==> config.mk <==
export PLATFORM = sky130hd
export DESIGN_NAME = ea_seq
export DESIGN_NICKNAME = d
export VERILOG_FILES = /design/src/rtl/ea_seq.sv
export SDC_FILE = /design/constraint.sdc
export NUM_CORES = 1
export LEC_CHECK = 0
export ABC_AREA = 1
export BUFFER_PORTS_ARGS = -buffer_cell sky130_fd_sc_hd__buf_2
export CORE_MARGIN = 2
export CORE_UTILIZATION = 54
export CTS_BUF_LIST = sky130_fd_sc_hd__clkbuf_8
export DETAILED_ROUTE_END_ITERATION = 6
export PLACE_DENSITY_LB_ADDON = 0.08
export SYNTH_ARGS = -nofsm -noshare
export SYNTH_HDL_FRONTEND = slang
export SYNTH_SLANG_ARGS = --single-unit
export TNS_END_PERCENT = 5
==> constraint.sdc <==
create_clock -name clk -period 2.1 [get_ports clk]
set_clock_uncertainty 0.2 [all_clocks]
set_input_delay 0.315 -clock clk [delete_from_list [all_inputs] [get_ports clk]]
set_output_delay 0.315 -clock clk [all_outputs]
set_load 0.01 [all_outputs]
==> src/rtl/ea_seq.sv <==
module ea_seq #(
  parameter int DW = 8,
  parameter int AW = 16
) (
  input  logic          clk,
  input  logic          rst_n,
  input  logic          start,
  input  logic [3:0]    mode,
  input  logic          wr_kind,
  input  logic [DW-1:0] idx_x,
  input  logic [DW-1:0] idx_y,
  input  logic [AW-1:0] pc,
  input  logic [DW-1:0] rdata,
  output logic [AW-1:0] bus_addr,
  output logic          rd_en,
  output logic          pc_inc,
  output logic [AW-1:0] ea,
  output logic          done
);
  localparam int HW = AW - DW;
  localparam logic [3:0] M_IMM = 4'd0, M_ZP = 4'd1, M_ZPX = 4'd2, M_ZPY = 4'd3,
                         M_ABS = 4'd4, M_ABX = 4'd5, M_ABY = 4'd6, M_INX = 4'd7,
                         M_IDY = 4'd8;

  typedef enum logic [2:0] {
    S_IDLE, S_OP1, S_OP2, S_ZDUM, S_PLO, S_PHI, S_FIX, S_FIN
  } st_t;

  st_t           st;
  logic [3:0]    md;
  logic          wr_q;
  logic [DW-1:0] idx, b, lo;
  logic [HW-1:0] hi;
  logic          cy;

  wire          take     = start && (st == S_IDLE || st == S_FIN);
  wire [DW:0]   sum_lo   = {1'b0, rdata} + {1'b0, idx};
  wire          post_idx = (md == M_ABX) || (md == M_ABY) || (md == M_IDY);
  wire          need_fix = post_idx && (cy || wr_q);

  always_ff @(posedge clk) begin
    if (!rst_n) begin
      st   <= S_IDLE;
      md   <= M_IMM;
      wr_q <= 1'b0;
      idx  <= '0;
      b    <= '0;
      lo   <= '0;
      hi   <= '0;
      cy   <= 1'b0;
    end else begin
      case (st)
        S_IDLE, S_FIN: begin
          if (take) begin
            md   <= mode;
            wr_q <= wr_kind;
            cy   <= 1'b0;
            case (mode)
              M_ZPX, M_ABX, M_INX: idx <= idx_x;
              M_ZPY, M_ABY, M_IDY: idx <= idx_y;
              default:             idx <= '0;
            endcase
            if (mode == M_IMM) begin
              hi <= pc[AW-1:DW];
              lo <= pc[DW-1:0];
              st <= S_FIN;
            end else begin
              hi <= '0;
              lo <= '0;
              st <= S_OP1;
            end
          end else begin
            st <= S_IDLE;
          end
        end
        S_OP1: begin
          b <= rdata;
          case (md)
            M_ZP: begin
              lo <= rdata;
              st <= S_FIN;
            end
            M_ZPX, M_ZPY, M_INX: st <= S_ZDUM;
            M_ABS, M_ABX, M_ABY: begin
              {cy, lo} <= sum_lo;
              st       <= S_OP2;
            end
            M_IDY:   st <= S_PLO;
            default: st <= S_FIN;
          endcase
        end
        S_OP2: begin
          hi <= rdata;
          st <= need_fix ? S_FIX : S_FIN;
        end
        S_ZDUM: begin
          if (md == M_INX) begin
            b  <= b + idx;
            st <= S_PLO;
          end else begin
            lo <= b + idx;
            st <= S_FIN;
          end
        end
        S_PLO: begin
          if (md == M_INX) {cy, lo} <= {1'b0, rdata};
          else             {cy, lo} <= sum_lo;
          b  <= b + 1'b1;
          st <= S_PHI;
        end
        S_PHI: begin
          hi <= rdata;
          st <= need_fix ? S_FIX : S_FIN;
        end
        S_FIX:   st <= S_FIN;
        default: st <= S_IDLE;
      endcase
    end
  end

  wire fetch_pc = (st == S_OP1) || (st == S_OP2);
  wire zp_cycle = (st == S_ZDUM) || (st == S_PLO) || (st == S_PHI);

  assign rd_en    = fetch_pc || zp_cycle || (st == S_FIX);
  assign pc_inc   = fetch_pc || (st == S_FIN && md == M_IMM);
  assign bus_addr = fetch_pc        ? pc :
                    zp_cycle        ? {{HW{1'b0}}, b} :
                    (st == S_FIX)   ? {hi, lo} : '0;
  assign done     = (st == S_FIN);
  assign ea       = {hi + {{(HW-1){1'b0}}, cy}, lo};


  done_pulse_chk: assert property (@(posedge clk) disable iff (!rst_n)
    done && !start |=> !done);


  fix_to_done_chk: assert property (@(posedge clk) disable iff (!rst_n)
    (rd_en && st == S_FIX) |=> done && ea[DW-1:0] == $past(bus_addr[DW-1:0]));


  no_penalty_chk: assert property (@(posedge clk) disable iff (!rst_n)
    (st == S_OP2 || st == S_PHI) && !wr_q && !cy |=> done);


  zp_wrap_chk: assert property (@(posedge clk) disable iff (!rst_n)
    done && (md == M_ZP || md == M_ZPX || md == M_ZPY) |-> ea[AW-1:DW] == '0);


  busy_ignore_chk: assert property (@(posedge clk) disable iff (!rst_n)
    start && rd_en |=> $stable(md) && $stable(wr_q));


  idle_quiet_chk: assert property (@(posedge clk) disable iff (!rst_n)
    (st == S_IDLE) |-> !rd_en && !pc_inc && !done);
endmodule

==> impl_summary.md, run 1 <==
Setup path
Measured in cells, the most critical reg-to-reg path has a length of 8. At the worst endpoint, the required time is 1.58 ns. STA puts the critical path data arrival time at 1.58 ns. The slack of the worst reg-to-reg path is 0.17 ns. The worst setup path is captured at an output port. The critical path in this run is classified as flip-flop to output port. The worst setup path is launched from a flip-flop. The reg-to-reg startpoint is idx[0]. The endpoint identified for the worst register-to-register timing path is lo[6]. The biggest fanout along the worst timing path is 8.

STA
Timing would allow up to 477 MHz. Setup repair after global routing could not meet its margin everywhere. The number of pins exceeding their max-slew limit in the final report is 0. The final setup violation count is 0. After routing, the total negative slack on setup checks comes to 0 ns. In the finished design, the share of the clock period the worst path needs comes to 99.9%. The tightest hold path in the finished design has a slack of 0.0524 ns. The worst path needs 2.10 ns of the cycle, external delays included.

The relative slew slack is 71.9%. For the pin with the worst max-slew slack, the measured transition is 0.422 ns. The final hold violation count is 0.

Placed design
The number of buffers inserted by port buffering is 82. Once placement completed, the tool counted placed cells totaling 707. Detailed placement finished with a half-perimeter wire length of 7760 um. The placer's final routability congestion estimate is 0.931. Summing all placed instances gives a cell area of 3950 um^2.

GRT
The number of antenna violations at the first check in global routing was 0. The first global-routing pass estimated 16600 um of wire. For this run, the total global-route usage over all layers was measured as 28.9%. The largest net degree at the start of global routing is 27. The via count of the first global-routing pass was 3561.

The residual overflow from global routing is 0.

Hold path
The worst hold path belongs to the class input port to flip-flop. The startpoint identified for the worst hold timing path is idx_y[0]. The number of instances on the worst hold path is 3. The path with the worst hold slack has its endpoint at idx[0].

Synth
The synthesized design contains 0 enable-type register cells. The sequential-to-total area share from yosys stat is 24.3%. The dominant cell by count in the synthesized netlist is sky130_fd_sc_hd__nand2_1.

The biggest area contributor in the post-synthesis netlist is sky130_fd_sc_hd__dfxtp_1. In the synthesized netlist the dominant register cell turns out to be sky130_fd_sc_hd__dfxtp_1. Counting every net in the synthesized netlist gives 616. Yosys mapped the design onto 39 distinct sky130hd cell types. The Yosys step of the flow raised 0 warnings. The cell area that synthesis handed to floorplanning was 3370 um^2.

Dividing the synthesized area by the synthesized cell count gives 6.15 um^2. The synthesized netlist cell count is 548. By count the netlist is led by sky130_fd_sc_hd__nand2_1 (163), sky130_fd_sc_hd__inv_1 (64), sky130_fd_sc_hd__nand3_1 (44). The share of the synthesized area in the top cell type is 24.3%. By area the synthesized netlist is led by sky130_fd_sc_hd__dfxtp_1 (24%), sky130_fd_sc_hd__nand2_1 (18%), sky130_fd_sc_hd__inv_1 (7.1%). The async set-or-reset flop fraction in the synthesized netlist is 0%. The number of synthesized register bits is 41.

Drt
The count of nets left with antenna violations once routing finished came out at 0. After detailed routing, the number of vias per cell comes to 5.49. The post-detailed-route DRC marker count is 0. The first routing iteration left 289 violations. The routed via count is 3946.

The mean routed wirelength per cell is 13.8 um. The pre-antenna-repair detailed-routing pass consisted of 5 iterations. The post-detailed-routing wire length is 9910 um.

Die
The initialized floorplan defines 28 standard-cell rows. The floorplan die width is 83.0 um. The initial utilization of the core area, before any placement, comes to 56.3%. The die footprint is 6890 um^2.

83 I/O pins were placed. The height of the die is 83.0 um. The core area is 5990 um^2.

Final layout
Summing all flip-flop and latch instances after layout gives 832 um^2. The post-route cell area is 4140 um^2. In the final design database the tool counted 713 nets.

The filler cells instantiated in the layout total 556. Relative to the synthesized area, the layout overhead comes to 22.9%. The post-layout instance count excluding filler cells is 719. Cells fill 69.2% of the core in the end.

The fraction of final layout cells sized beyond drive strength 1 is 22.8%. The repair_antennas step left the layout with diodes totalling 0. The area of the multi-input gates is 2270 um^2.

CTS
The sink count of the clock tree is 41. The worst-case clock buffer depth is 2. Clock latency on the worst-skew pair, taken at its later pin, is 0.30 ns. The clock slew seen by the registers of the worst setup and hold paths is 0.08 ns. The CTS tree is built.

The CTS root buffer is sky130_fd_sc_hd__clkbuf_8. Clock tree synthesis inserted a total of 5 buffers. The depth of the CTS H-tree is 2.

Outcome
The run finished with clean final reports.

Pwr
Power spread over the standard cell area amounts to 1250 nW/um^2. The worst-case IR drop observed on VDD is 0.000667 V. For this design the static power due to leakage is 2.13 nW.

Flow run
Max-cap violations in this run came to 0.
[flip-flops by register name, summed over array words and instances (netlist names)]
signal and count:
b 8, cy 1, hi 8, idx 8
lo 8, md 4, st 3, wr_q 1
[repair_timing]
item / 4_1_cts / 5_1_grt
hold buffers: 0 / 0
resized for setup: 15 / 6
setup endpoints to repair: 18 / 17
pin swaps: 3 / 4
endpoints found under the hold margin: 0 / 0
setup buffers: 3 / 3
[cell type report]
type	count	share of cell area [%]
multi-input cells	421	54.7
flip-flops and latches	41	20.1
repair buffers	102	14.4
inverters	74	6.76
well taps	75	2.26
clock buffers	5	1.66
clock inverters	1	0.121
[logic make-up (layout without fill, tap and decap cells)]
kind of cell	after synthesis	count (layout)	share of synthesized area [%]
AND/OR/NAND/NOR	275	275	35.3
AO/OA/AOI/OAI	117	117	19.8
buffers and inverters	86	182	10.3
XOR/XNOR	9	9	2.34
flip-flops	41	41	24.3
adder cells (fa/ha/maj)	20	20	7.87
[per-layer routing]
| layer | up-vias | track usage [%] | wire (um) |
|---|---|---|---|
| met5 | - | 0 | 0 |
| li1 | 2004 | - | - |
| met4 | 0 | 8.20 | 235 |
| met3 | 19 | 5.57 | 825 |
| met1 | 1736 | 38.3 | 4310 |
| met2 | 187 | 47.9 | 4540 |
[where the power goes]
| group | internal, mW | switching (mW) |
|---|---|---|
| combinational | 1.33 | 2.06 |
| sequential | 1.04 | 0.260 |
| clock | 0.219 | 0.283 |
| total | 2.59 | 2.60 |
[per-stage QoR]
stage	setup WS, ns	total power, mW
2_1_floorplan	0.261	3.53
3_3_place_gp	0.156	4.47
3_5_place_dp	0.111	4.52
4_1_cts	-0.00172	5.10
5_1_grt	-0.0727	5.70
6_report	0.00245	5.19
[placed cells by master (no fill, tap or decap), types with 4 or more instances in the layout]
cell,netlist,layout
sky130_fd_sc_hd__buf_4,2,17
sky130_fd_sc_hd__ha_1,18,16
sky130_fd_sc_hd__nand2_2,4,4
sky130_fd_sc_hd__a21oi_1,43,43
sky130_fd_sc_hd__nand2_1,163,162
sky130_fd_sc_hd__nor3_1,5,4
sky130_fd_sc_hd__o21ai_0,27,27
sky130_fd_sc_hd__nor2_2,5,4
sky130_fd_sc_hd__o21ai_1,16,16
sky130_fd_sc_hd__inv_1,64,63
sky130_fd_sc_hd__clkbuf_8,0,5
sky130_fd_sc_hd__dfxtp_1,41,36
sky130_fd_sc_hd__xor2_1,7,7
sky130_fd_sc_hd__nand3_1,44,43
sky130_fd_sc_hd__nand4_1,8,8
sky130_fd_sc_hd__nor2_1,35,34
sky130_fd_sc_hd__buf_2,2,82
sky130_fd_sc_hd__inv_2,9,9
sky130_fd_sc_hd__nor2_4,4,6
sky130_fd_sc_hd__o211ai_1,18,18
[worst max-delay path by stage]
stage              from           to  slack (ns)  cells past startpoint
6_report          st[0]  bus_addr[0]       0.002                      8
5_1_grt           st[0]  bus_addr[0]       -0.07                      8
4_1_cts           st[0]  bus_addr[0]      -0.002                      8
3_5_place_dp      st[0]  bus_addr[0]        0.11                      8
3_3_place_gp   rdata[2]        lo[3]        0.16                      9
2_1_floorplan     st[0]  bus_addr[0]        0.26                      8
[critical path, cell delays in order, from the launching register on]
cell	delay [ns]
sky130_fd_sc_hd__dfxtp_4	0.39
sky130_fd_sc_hd__inv_4	0.05
sky130_fd_sc_hd__nand2_4	0.09
sky130_fd_sc_hd__nor2_4	0.05
sky130_fd_sc_hd__nor2_4	0.15
sky130_fd_sc_hd__inv_2	0.06
sky130_fd_sc_hd__nor2_4	0.19
sky130_fd_sc_hd__o211ai_1	0.14
sky130_fd_sc_hd__buf_2	0.16
No activity file was read; power rests on OpenSTA's default activity.
==> run 2: changes to the inputs <==
HOLD_SLACK_MARGIN = 0.1   (was default)
==> run 2 against run 1 <==
The run now ends with setup timing left. Final area is 2.2% higher. Register-to-register slack hardly changed. Via count is 1.3% higher. Sequential share of layout area is 0.43 points lower. Power is 0.24% higher. Worst setup slack worse by 0.0045 ns. Core utilization is 1.5 points higher. Die area stayed put. Critical path depth stayed put. Critical endpoint unchanged.
==> impl_summary.md, run 2 (synthesis gave the netlist of run 1 again) <==
Outcome
The run finished, with violations left. The final reports fail on setup timing.

Pwr
The portion of total power attributed to sequential cells was 25.0% (about the same). The net switching power figure came to 2.60 mW (about the same). The switching power as a share of total power is 50.0% (-0.093 points). The static leakage came to 2.17 nW (+1.8%). The maximum ir drop on the vdd rail is 0.000666 V (-0.26%). The combinational fraction of design power is 65.4% (about the same). The cell area power density came to 1230 nW/um^2 (-1.9%). The internal power component is 2.60 mW (+0.42%). The part of the total power dissipated in the clock network is 9.7% (about the same).

GRT
The first-pass GRT wire length is 16800 um (+1.4%). The global-route usage over all layers is 29.3% (+0.40 points). The met3 usage is 5.57% (unchanged).

The via count of the first global-routing pass came to 3641 (+2.2%). The largest net degree at the start of global routing is 27 (unchanged). The fraction of met1 tracks used by global routing is 38.1% (-0.18 points). The residual overflow from global routing came to 0 (unchanged).

The global-route track usage on met2 is 49.6% (+1.6 points). The global routing stage identified its most utilized layer as met2. The number of antenna violations at the first check in global routing is 0 (unchanged).

CTS
The CTS root buffer is sky130_fd_sc_hd__clkbuf_8. The clock slew seen by the registers of the worst setup and hold paths is 0.08 ns (about the same). The sink count of the clock tree was 41 (unchanged). The worst-case clock buffer depth came to 2 (unchanged).

The depth of the CTS H-tree is 2 (unchanged). The number of buffers inserted during clock tree synthesis came to 5 (unchanged). The clock latency on the worst-skew pair was 0.30 ns (about the same). TritonCTS built the clock tree.

Drt
The routed via count is 3996 (+1.3%). The number of nets with antenna violations after detailed routing was 0 (unchanged). The vias per cell is 5.49 (about the same). The post-detailed-routing wire length is 10000 um (+1.4%). The mean routed wirelength per cell is 13.8 um (+0.14%). The number of iterations in the first detailed-routing pass is 5 (unchanged). The post-detailed-route DRC marker count is 0 (unchanged).

The count of routing violations after the opening detailed-route iteration was 297 (+2.8%).

Placed design
The post-detailed-placement cell area is 3950 um^2 (unchanged). The detailed placer's ending HPWL was 7760 um (unchanged). The number of buffers inserted by port buffering is 82 (unchanged). The minimum setup slack after placement is 0.111 ns (unchanged). The placer's final routability congestion estimate is 0.931 (unchanged).

STA
The number of pins exceeding their max-slew limit in the final report was 0 (unchanged). The shortest period the worst path allows came to 2.10 ns (+0.00446 ns). The slack of the critical path was -0.00201 ns (-0.00446 ns).

The final hold violation count is 0 (unchanged). The final setup violation count is 1 (+1). The relative slew slack came to 72.1% (+0.27 points). The achievable clock frequency is 476 MHz (-0.21%).

Setup repair after global routing could not meet its margin everywhere. The final worst-path cycle share came to 100% (+0.21 points). The worst-margin pin slew came to 0.418 ns (-0.00402 ns).

Flow run
The number of violations of the max-capacitance limit was 0 (unchanged).

Setup path
The stage delay of the slowest cell on the critical path came to 0.39 ns (about the same). The worst setup path is captured at an output port. The most numerous cell on the critical path is sky130_fd_sc_hd__nor2_4. The slack of the worst reg-to-reg path is 0.17 ns (about the same). The kind of critical path is flip-flop to output port. Traced cell by cell, the critical path runs through inv_4 > nand2_4 > nor2_4 > nor2_4 > inv_2 > nor2_4 > o211ai_1 > buf_2. The count of buffering cells on the critical path with inverters included was 3 (unchanged). The worst setup path is launched from a flip-flop. The slowest stage of the critical path belongs to the cell sky130_fd_sc_hd__dfxtp_4.

The endpoint required time on the critical path came to 1.58 ns (about the same). The kind of cell adding the most delay to the critical path is simple AND/OR/NAND/NOR gates. The biggest fanout along the worst timing path came to 8 (unchanged). The data arrival at the endpoint of the critical path is 1.59 ns (about the same).

Final layout
The fraction of final layout cells sized beyond drive strength 1 is 22.5% (-0.31 points). The count of antenna diodes in the layout was 0 (unchanged). The layout overhead on the synthesized area is 25.6%.

The post-route cell area came to 4230 um^2 (+2.2%). The number of nets in the finished design is 722 (+1.3%). In the layout the commonest cells are sky130_fd_sc_hd__nand2_1 (162), sky130_fd_sc_hd__buf_2 (82), sky130_fd_sc_hd__inv_1 (63). Leaving out fill and tap cells, the most frequent cell in the layout is sky130_fd_sc_hd__nand2_1.

Die
The effective utilization at floorplan is 56.3% (unchanged). The core area is 5990 um^2 (unchanged). The number of top-level pins is 83 (unchanged). The die footprint was 6890 um^2 (unchanged). The row count is 28 (unchanged).

The floorplan die width is 83.0 um (unchanged). The height of the die is 83.0 um (unchanged).

Hold path
The class of the tightest hold or removal check is input port to flip-flop.
run 2: worst paths after layout:
| kind | start | end | depth (start not counted) |
|---|---|---|---|
| setup / recovery | st[0] | bus_addr[0] | 8 |
| hold reg to reg | wr_q | wr_q | 2 |
| hold / removal | idx_x[4] | idx[4] | 3 |
| setup reg to reg | idx[0] | lo[6] | 8 |
run 2: repair_timing:
action	4_1_cts	5_1_grt
gates resized for setup	15	6
hold buffers	9	0
endpoints found under the setup margin	18	17
pin swaps	3	4
buffers inserted	3	3
endpoints found under the hold margin	9	0
run 2: through the flow:
step / setup TNS, ns / utilization, % / total power, mW / hold WS (ns) / instances
3_5_place_dp: 0 / 65.9 / 4.52 / 0.275 / 707
3_3_place_gp: 0 / 65.9 / 4.47 / 0.270 / 707
4_1_cts: -0.00172 / 70.1 / 5.11 / 0.101 / 725
6_report: -0.00201 / 70.7 / 5.20 / 0.101 / 728
5_1_grt: -0.270 / 70.7 / 5.72 / 0.118 / 728
2_1_floorplan: 0 / - / 3.53 / 0.256 / 548
run 2: area by class of cell:
cell class / count / area, um^2
Timing Repair Buffer: 111 / 688
Clock inverter: 1 / 5.00
Clock buffer: 5 / 68.8
Fill cell: 532 / 1760
Multi-Input combinational cell: 421 / 2270
Inverter: 74 / 280
Tap cell: 75 / 93.8
Sequential cell: 41 / 832
run 2: power by group through the flow:
stage	clock (mW)	sequential, mW	combinational, mW
6_report	0.504	1.30	3.40
5_1_grt	0.542	1.33	3.84
4_1_cts	0.509	1.29	3.32
3_5_place_dp	0	1.29	3.24
3_3_place_gp	0	1.28	3.19
2_1_floorplan	0	1.25	2.27
run 2: routing by layer:
metal / wire [um] / up-vias
met5: 0 / -
met4: 212 / 0
met3: 733 / 19
met2: 4700 / 180
met1: 4400 / 1780
li1: - / 2017
run 2: worst register-to-register path, delay by kind of cell, from the launching register on:
family / cells / cell delay, ns
simple gates: 6 / 0.63
flops: 1 / 0.35
fa+ha+maj: 2 / 0.66
==> run 3: changes to the inputs <==
SETUP_SLACK_MARGIN = 0.4   (was default)
TNS_END_PERCENT = 1   (was 5)
==> run 3 against run 2 <==
The run now ends clean. First-iteration DRC count rose by 21%. Core utilization grew 4.1 points. Via count rose by 3.5%. Final area increased by 5.8%. Global-route usage increased by 1.7 points. Final cell count rose by 0.82%. Critical path type unchanged. Critical endpoint is now bus_addr[5].
==> impl_summary.md, run 3 (synthesis gave the netlist of run 1 again) <==
Placed design
The number of cells in the design after placement was 704 (-0.42%). The minimum setup slack after placement was 0.115 ns (+0.00405 ns). The detailed placer's ending HPWL is 8150 um (+5.0%). The post-detailed-placement cell area is 3940 um^2 (-0.29%). The placer's final routability congestion estimate is 1.01 (+8.9%). The number of buffers inserted by port buffering is 82 (unchanged).

Final layout
The post-route cell area was 4480 um^2 (+5.8%). The number of nets in the finished design is 726 (+0.55%). The count of antenna diodes in the layout came to 0 (unchanged). The post-layout instance count excluding filler cells was 734 (+0.82%).

The layout overhead on the synthesized area is 32.9%. The fraction of final layout cells sized beyond drive strength 1 is 26.4% (+3.9 points). The most common library cell in the layout ignoring fill and taps is sky130_fd_sc_hd__nand2_1. In the layout the commonest cells are sky130_fd_sc_hd__nand2_1 (157), sky130_fd_sc_hd__buf_2 (81), sky130_fd_sc_hd__inv_1 (63).

Die
The row count is 28 (unchanged). The core area is 5990 um^2 (unchanged). The floorplan die width is 83.0 um (unchanged).

The height of the die is 83.0 um (unchanged). The effective utilization at floorplan is 56.3% (unchanged). The die footprint is 6890 um^2 (unchanged). The number of top-level pins is 83 (unchanged).

Drt
The vias per cell is 5.64 (+2.7%). The number of iterations in the first detailed-routing pass is 5 (unchanged). The mean routed wirelength per cell was 15.1 um (+9.3%). The number of nets with antenna violations after detailed routing is 0 (unchanged).

The post-detailed-route DRC marker count is 0 (unchanged). The post-detailed-routing wire length is 11100 um (+10%). The routed via count was 4137 (+3.5%). The count of routing violations after the opening detailed-route iteration came to 359 (+21%).

STA
The shortest period the worst path allows is 2.07 ns (-0.0272 ns). The relative slew slack was 73.0% (+0.83 points). The final setup violation count came to 0 (-1). The final hold violation count is 0 (unchanged). The worst-margin pin slew was 0.406 ns (-0.0124 ns). Setup repair after global routing could not meet its margin everywhere. The slack of the critical path is 0.0252 ns (+0.0272 ns).

The total negative slack came to 0 ns (+0.00201 ns). The achievable clock frequency is 482 MHz (+1.3%). The number of pins exceeding their max-slew limit in the final report is 0 (unchanged). The final worst-path cycle share is 98.8% (-1.3 points).

CTS
The CTS tree is built. The CTS root buffer is sky130_fd_sc_hd__clkbuf_8. The sink count of the clock tree is 41 (unchanged).

The depth of the CTS H-tree came to 2 (unchanged). The clock slew seen by the registers of the worst setup and hold paths is 0.08 ns (about the same). The number of buffers inserted during clock tree synthesis is 5 (unchanged). The clock latency on the worst-skew pair is 0.31 ns (about the same). The worst-case clock buffer depth is 2 (unchanged).

Pwr
The overall power was 5.77 mW (+11%). The static leakage is 2.24 nW (+3.4%). The maximum ir drop on the vdd rail was 0.000765 V (+15%). The cell area power density was 1290 nW/um^2 (+4.9%).

GRT
The global-route usage over all layers was 31.0% (+1.7 points). The largest net degree at the start of global routing is 19 (-30%). The via count of the first global-routing pass is 3765 (+3.4%). The number of antenna violations at the first check in global routing is 0 (unchanged).

The first-pass GRT wire length came to 17700 um (+5.1%). The residual overflow from global routing was 0 (unchanged).

Hold path
The class of the tightest hold or removal check is input port to flip-flop.

Outcome
The flow ran to the end, and the final reports show no timing, DRC or antenna violations.

Setup path
The slack of the worst reg-to-reg path is 0.20 ns (+0.03 ns). Walking the worst path, the cells encountered are nand2_2 > nor2_4 > nor2_4 > inv_4 > nor2_4 > buf_12 > o211ai_1 > buf_2. The most numerous cell on the critical path is sky130_fd_sc_hd__nor2_4. STA classifies the critical path startpoint as a flip-flop.

The endpoint required time on the critical path is 1.58 ns (about the same). The stage delay of the slowest cell on the critical path is 0.40 ns (about the same). The critical path endpoint category is an output port. The kind of critical path is flip-flop to output port. The kind of cell adding the most delay to the critical path is flip-flops. The count of buffering cells on the critical path with inverters included is 3 (unchanged). The biggest fanout along the worst timing path came to 7 (-1).

On the critical path, the stage with the largest delay is an instance of sky130_fd_sc_hd__dfxtp_4. The data arrival at the endpoint of the critical path came to 1.56 ns (-0.03 ns).

Flow run
The number of violations of the max-capacitance limit is 0 (unchanged).
[run 3: changes by cell type in the layout (fill, tap and decap cells not counted), sizes merged]
cell	previous run	this run
clkbuf	5	7
dlygate4sd3	9	10
buf	102	105
[run 3: worst reg2reg max path, cell delays in order (launching register included)]
cell                       delay [ns]
sky130_fd_sc_hd__dfxtp_2         0.43
sky130_fd_sc_hd__ha_4            0.24
sky130_fd_sc_hd__or2_2           0.33
sky130_fd_sc_hd__nand3b_1        0.13
sky130_fd_sc_hd__nand3_1         0.08
sky130_fd_sc_hd__nand3_1         0.11
sky130_fd_sc_hd__nand2_1         0.06
sky130_fd_sc_hd__o21ai_0         0.17
sky130_fd_sc_hd__inv_1           0.05
[run 3: report_power, final]
group          internal (mW)  switching (mW)
logic                   1.53            2.25
registers               1.06           0.329
clock network          0.298           0.307
[run 3: per-stage QoR]
stage                     util, %  hold WS [ns]
after floorplan                 -         0.256
after global placement       65.7         0.296
after detailed placement     65.7         0.288
after CTS                    71.6         0.103
after global routing         74.8         0.107
final                        74.8         0.103
[run 3: layer usage]
| metal | GRT usage, % | share of wire, % | routed length (um) | vias up |
|---|---|---|---|---|
| met4 | 10.9 | 2.7 | 301 | 0 |
| li1 | - | - | - | 2036 |
| met3 | 5.27 | 8.3 | 917 | 29 |
| met5 | 0 | 0 | 0 | - |
| met1 | 41.3 | 42 | 4690 | 1866 |
| met2 | 50.7 | 47 | 5160 | 206 |
[run 3: final timing paths]
| kind | cells past startpoint | endpoint | start |
|---|---|---|---|
| max | 8 | bus_addr[5] | st[0] |
| min | 3 | idx[2] | idx_x[2] |
| max reg2reg | 8 | b[5] | b[2] |
| min reg2reg | 2 | wr_q | wr_q |
[run 3: repair_timing]
action                                 in CTS  in global routing
endpoints found under the hold margin       9                  0
gates resized for setup                    21                 39
gates cloned                                0                  0
hold buffers                               10                  0
buffers inserted                            7                  5
setup endpoints to repair                  61                 66
pin swaps                                   8                 12
[run 3: area by class of cell]
type	instances	area, um^2
multi-input cells	421	2400
clock buffers	7	96.3
clock inverters	1	5.00
well taps	75	93.8
flip-flops and latches	41	850
inverters	74	290
repair buffers	115	742
fillers	500	1510
